<file path="src/rtl/bl_pwm_pkg.sv">
package bl_pwm_pkg;
  localparam int CMP_W = 8;   // threshold width, also the step counter width
  localparam int PS_W  = 3;   // prescale field width

  typedef struct packed {
    logic [CMP_W-1:0] thr;
    logic             pol;
    logic [PS_W-1:0]  ps;
  } pwm_set_t;

  localparam pwm_set_t SET_RESET = '{thr: '0, pol: 1'b1, ps: '0};
endpackage

</file>
<file path="src/rtl/bl_pwm_rst_sync.sv">
module bl_pwm_rst_sync #(
  parameter int STAGES = 2
) (
  input  logic clk_i,
  input  logic rst_ni,
  output logic rst_no
);
  logic [STAGES-1:0] sync_q;

  always_ff @(posedge clk_i or negedge rst_ni) begin
    if (!rst_ni) sync_q <= '0;
    else         sync_q <= {sync_q[STAGES-2:0], 1'b1};
  end

  assign rst_no = sync_q[STAGES-1];
endmodule

</file>
<file path="src/rtl/bl_pwm_shadow.sv">
module bl_pwm_shadow
  import bl_pwm_pkg::*;
#(
  parameter int CFG_W   = 16,
  parameter int THR_LSB = 8,
  parameter int POL_BIT = 4,
  parameter int PS_MAX  = 6
) (
  input  logic             clk_i,
  input  logic             rst_ni,
  input  logic             we_i,
  input  logic [CFG_W-1:0] wdata_i,
  output pwm_set_t         pend_o
);
  pwm_set_t pend_q, pend_d;
  logic [PS_W-1:0] ps_raw;
  logic unused_bits;

  assign ps_raw      = wdata_i[PS_W-1:0];
  assign unused_bits = ^wdata_i;

  always_comb begin
    pend_d     = pend_q;
    pend_d.thr = wdata_i[THR_LSB +: CMP_W];
    pend_d.pol = wdata_i[POL_BIT];
    pend_d.ps  = (int'(ps_raw) > PS_MAX) ? PS_W'(PS_MAX) : ps_raw;
  end

  always_ff @(posedge clk_i or negedge rst_ni) begin
    if (!rst_ni)   pend_q <= SET_RESET;
    else if (we_i) pend_q <= pend_d;
  end

  assign pend_o = pend_q;
endmodule

</file>
<file path="src/rtl/bl_pwm_timebase.sv">
module bl_pwm_timebase
  import bl_pwm_pkg::*;
#(
  parameter int PS_MAX = 6
) (
  input  logic             clk_i,
  input  logic             rst_ni,
  input  logic             run_i,
  input  logic             tick_i,
  input  logic [PS_W-1:0]  ps_i,
  output logic [CMP_W-1:0] cnt_o,
  output logic             wrap_o
);
  localparam int PRE_W = (PS_MAX > 0) ? PS_MAX : 1;

  logic [PRE_W-1:0] pre_q, pre_d, mask;
  logic [CMP_W-1:0] cnt_q, cnt_d;
  logic             step, upd;

  assign mask   = ~({PRE_W{1'b1}} << ps_i);
  assign step   = run_i && tick_i && (pre_q == mask);
  assign wrap_o = step && (cnt_q == {CMP_W{1'b1}});
  assign upd    = !run_i || tick_i;

  always_comb begin
    pre_d = pre_q;
    cnt_d = cnt_q;
    if (!run_i) begin
      pre_d = '0;
      cnt_d = '0;
    end else if (step) begin
      pre_d = '0;
      cnt_d = cnt_q + 1'b1;
    end else begin
      pre_d = pre_q + 1'b1;
    end
  end

  always_ff @(posedge clk_i or negedge rst_ni) begin
    if (!rst_ni) begin
      pre_q <= '0;
      cnt_q <= '0;
    end else if (upd) begin
      pre_q <= pre_d;
      cnt_q <= cnt_d;
    end
  end

  assign cnt_o = cnt_q;
endmodule

</file>
<file path="src/rtl/bl_pwm_ctrl.sv">
module bl_pwm_ctrl
  import bl_pwm_pkg::*;
(
  input  logic     clk_i,
  input  logic     rst_ni,
  input  logic     start_i,
  input  logic     stop_i,
  input  logic     tick_i,
  input  logic     wrap_i,
  input  pwm_set_t pend_i,
  output logic     run_o,
  output pwm_set_t act_o
);
  logic     req_q, req_d, run_q, run_d, load;
  pwm_set_t act_q;

  always_comb begin
    req_d = req_q;
    if (stop_i)       req_d = 1'b0;
    else if (start_i) req_d = 1'b1;
  end

  always_comb begin
    if (!run_q) run_d = req_q && tick_i;
    else        run_d = wrap_i ? req_q : 1'b1;
  end

  assign load = !run_q || wrap_i;

  always_ff @(posedge clk_i or negedge rst_ni) begin
    if (!rst_ni) begin
      req_q <= 1'b0;
      run_q <= 1'b0;
    end else begin
      req_q <= req_d;
      run_q <= run_d;
    end
  end

  always_ff @(posedge clk_i or negedge rst_ni) begin
    if (!rst_ni)   act_q <= SET_RESET;
    else if (load) act_q <= pend_i;
  end

  assign run_o = run_q;
  assign act_o = act_q;
endmodule

</file>
<file path="src/rtl/bl_pwm_top.sv">
module bl_pwm_top
  import bl_pwm_pkg::*;
#(
  parameter int CFG_W       = 16,
  parameter int THR_LSB     = 8,
  parameter int POL_BIT     = 4,
  parameter int PS_MAX      = 6,
  parameter int SYNC_STAGES = 2
) (
  input  logic             clk_i,
  input  logic             rst_ni,
  input  logic             clk_sel_i,
  input  logic             slow_tick_i,
  input  logic             cfg_we_i,
  input  logic [CFG_W-1:0] cfg_wdata_i,
  input  logic             start_i,
  input  logic             stop_i,
  output logic             running_o,
  output logic             pwm_o
);
  logic             rst_n_s, tick, wrap, run, active;
  logic [CMP_W-1:0] cnt;
  pwm_set_t         pend_set, act_set;

  bl_pwm_rst_sync #(.STAGES(SYNC_STAGES)) u_rst (
    .clk_i(clk_i), .rst_ni(rst_ni), .rst_no(rst_n_s));

  bl_pwm_shadow #(.CFG_W(CFG_W), .THR_LSB(THR_LSB), .POL_BIT(POL_BIT),
                  .PS_MAX(PS_MAX)) u_shadow (
    .clk_i(clk_i), .rst_ni(rst_n_s), .we_i(cfg_we_i),
    .wdata_i(cfg_wdata_i), .pend_o(pend_set));

  assign tick = clk_sel_i ? 1'b1 : slow_tick_i;

  bl_pwm_timebase #(.PS_MAX(PS_MAX)) u_tb (
    .clk_i(clk_i), .rst_ni(rst_n_s), .run_i(run), .tick_i(tick),
    .ps_i(act_set.ps), .cnt_o(cnt), .wrap_o(wrap));

  bl_pwm_ctrl u_ctrl (
    .clk_i(clk_i), .rst_ni(rst_n_s), .start_i(start_i), .stop_i(stop_i),
    .tick_i(tick), .wrap_i(wrap), .pend_i(pend_set),
    .run_o(run), .act_o(act_set));

  assign active    = run && (cnt < act_set.thr);
  assign pwm_o     = act_set.pol ? active : !active;
  assign running_o = run;
endmodule

</file>
<file path="config.mk">
export PLATFORM = sky130hd
export DESIGN_NAME = bl_pwm_top
export DESIGN_NICKNAME = d
export VERILOG_FILES = /design/src/rtl/bl_pwm_pkg.sv /design/src/rtl/bl_pwm_rst_sync.sv /design/src/rtl/bl_pwm_shadow.sv /design/src/rtl/bl_pwm_timebase.sv /design/src/rtl/bl_pwm_ctrl.sv /design/src/rtl/bl_pwm_top.sv
export SDC_FILE = /design/constraint.sdc
export NUM_CORES = 1
export LEC_CHECK = 0
export CORE_AREA = 2 2 79 81
export DETAILED_ROUTE_END_ITERATION = 10
export DIE_AREA = 0 0 81 83
export GPL_TIMING_DRIVEN = 0
export PLACE_DENSITY = 0.56
export SLEW_MARGIN = 0
export SYNTH_ARGS = -nofsm -noshare
export SYNTH_HDL_FRONTEND = slang
export SYNTH_SLANG_ARGS = --single-unit
export TNS_END_PERCENT = 10
</file>
<file path="constraint.sdc">
create_clock -name clk_i -period 4.27 [get_ports clk_i]
set_input_delay 0.854 -clock clk_i [delete_from_list [all_inputs] [get_ports clk_i]]
set_output_delay 0.854 -clock clk_i [all_outputs]
set_load 0.01 [all_outputs]
</file>
==> results.txt <==
Syn Inst Count -> 191
area leader, netlist -> dfrtp_1
post-route clock period utilization -> 78.4%
pwr/cell area -> 535 nW/µm²
largest net degree at the start of global routing -> 26
number of global-route vias before repair -> 1,498
Synth top area share -> 44.3%
Max IR drop VDD -> 208 µV
Cell variety after synth -> 51
clock latency on the worst-skew pair -> 0.30 ns
asr flop ratio synth -> 100%
Max Slew Vio Count -> 0
Seq cells post-synth -> 42
Area growth, synth to finish -> 18.8%
placed insts -> 287
die height -> 83 µm
TritonCTS clock tree -> yes
Congestion Overflow GR -> 0
status -> completed
hold bufs inserted after CTS -> 0
clock buffer count from CTS -> 5
setup_tns -> 0 ns
r2r setup slk -> 1.95 ns
WS Path Type -> reg2out
Critical Path Max Stage Delay -> 0.47 ns
Post-CTS Resized -> 0
Final Non-Filler Cells -> 295
Routed WL -> 4010 µm
Root Driver -> clkbuf_8
setup bufs post-CTS -> 0
top cells by area, synth -> dfrtp_1 (44%), mux2_4 (6.6%), mux2_2 (6.5%), ha_1 (5.0%), nand2_1 (2.8%)
first-pass GRT wire length -> 7060 µm
r2r startpoint -> u_ctrl.act_o[2]
Seq/Total Area, Yosys -> 46.6%
layout cells sized above 1 -> 21.8%
count leader, synth -> dfrtp_1
drt wl/cell -> 13.6 µm
die area -> 6720 µm²
fillcell total -> 574
Leak -> 1.15 nW
Initial Util -> 38.8%
num rows -> 28
port buffer count -> 20
Setup Skew -> 0.00569 ns
Post-synth EDFFs -> 0
DIE WIDTH -> 81 µm
TritonCTS Sinks -> 42
area of the core -> 5820 µm²
Max Fanout on Critical Path -> 4
Rel. slew slack -> 64.0%
Critical Path AT -> 2.49 ns
Pre-antenna DRT Iters -> 4
critical path's slowest cell -> clkdlybuf4s50_1
Via density -> 5.06
Worst-path clk slew -> 0.08 ns
Placer Congestion -> 0.760
Total GRT Usage -> 13.4%
Crit path depth -> 7
drt drc -> 0
Finish-stage setup viols -> 0
CP endpoint kind -> primary output
worst slew pin tran -> 0.540 ns
Seq. cell area -> 1050 µm²
area of the multi-input gates -> 1100 µm²
Design Power -> 1.44 mW
Syn. warnings -> 0
Max clock buf depth -> 2
I/O pin cnt -> 25
RSZ-0062 raised after global routing -> no
max-cap viol count -> 0
pre-CTS setup slack -> 1.22 ns
n_diodes -> 0
DRT iter0 DRCs -> 81
DP Wirelength -> 2900 µm
Synth Flop Type -> dfrtp_1
Final min period -> 3.35 ns
WP buf/inv -> 1
Top Family by Delay on Critical Path -> compound AO/OA/AOI/OAI gates
vias -> 1,494
capturing point of the worst reg2reg path -> u_ctrl.act_o[5]
Final Hold Fails -> 0
top post-synthesis cells by count -> dfrtp_1 (40), nand2_1 (17), mux2_2 (13)
crit start category -> flop
f_max -> 0.299 GHz
Synthesized Nets -> 223
worst reg2reg path depth -> 7
crit path cell chain -> ha_1 -> a21o_1 -> nand2_1 -> nand3b_1 -> a2111oi_0 -> and4b_1 -> clkdlybuf4s50_1
Final ANT Viol Nets -> 0
required time of the worst setup path -> 3.42 ns
H-tree depth -> 2
PnR worst setup slack -> 0.923 ns
Syn Area/Cell -> 11.8 µm²
Post-Syn Area -> 2260 µm²
initial antenna violation count -> 0
fin nets -> 251
hold crit path type -> reg2async
==> cells by family after synthesis <==
logic type / share of synthesized area (%)
other: 0.166
flip-flops: 46.6
multiplexers: 15.3
buffers and inverters: 4.60
AO/OA/AOI/OAI: 10.0
adder cells (fa/ha/maj): 4.99
XOR/XNOR: 2.71
AND/OR/NAND/NOR: 15.5
==> report_power, final <==
group	internal, mW	leakage (nW)	switching, mW
clock	0.175	0.0514	0.146
sequential	0.495	0.508	0.0963
combinational	0.269	0.587	0.254
total	0.939	1.15	0.496
==> metrics by stage <==
stage / hold slack [ns] / instance area, µm² / util (%)
finish: 0.195 / 2680 / 46.1
global route: 0.237 / 2680 / 46.1
CTS: 0.212 / 2680 / 46.1
detailed placement: 0.201 / 2570 / 44.3
global placement: 0.332 / 2550 / 43.9
floorplan: 0.331 / 2260 / -
==> worst max-delay path by stage <==
stage / startpoint / endpoint / slack [ns]
after floorplan: u_tb.cnt_o[6] / pwm_o / 1.87
after global placement: clk_sel_i / u_tb.cnt_o[5] / 1.25
after detailed placement: clk_sel_i / u_tb.cnt_o[5] / 1.22
after CTS: u_tb.cnt_o[6] / pwm_o / 0.92
after global routing: u_tb.cnt_o[6] / pwm_o / 0.69
final: u_tb.cnt_o[6] / pwm_o / 0.92
==> routing by layer <==
metal / share of wire [%] / wire [µm] / global-route usage (%)
met2: 43 / 1710 / 19.5
met1: 53 / 2120 / 19.0
met3: 3.5 / 142 / 4.57
met5: 0 / 0 / 0
met4: 1.0 / 42 / 3.24
==> placed cells by master (no fill, tap or decap), drive strengths merged, types with 2 or more instances in the layout <==
cell,n
dfrtp,40
mux2,23
clkdlybuf4s50,20
nand2,17
inv,10
nor2,9
ha,9
nand3,9
clkbuf,8
buf,7
mux2i,5
nand4,5
o31ai,5
or4,5
a21oi,4
xor2,4
o21ai,4
a21boi,4
xnor2,3
nand2b,2
nand3b,2
and3,2
o22ai,2
dfstp,2
a21o,2
o211ai,2
==> state kept, by name, summed over array words and instances (netlist names) <==
signal	flops
u_ctrl.act_o	12
u_ctrl.req_q	1
u_ctrl.run_o	1
u_rst.sync_q	2
u_shadow.pend_o	12
u_tb.cnt_o	8
u_tb.pre_q	6
==> area by class of cell <==
| type | count | area share, % |
|---|---|---|
| buffer | 8 | 2.47 |
| clock buffer | 6 | 2.70 |
| clock inverter | 2 | 1.40 |
| inverter | 10 | 1.40 |
| multi-input combinational | 131 | 41.0 |
| sequential | 42 | 39.3 |
| tap | 75 | 3.50 |
| timing repair buffer | 21 | 8.21 |
Power figures use the tool's default switching activity.
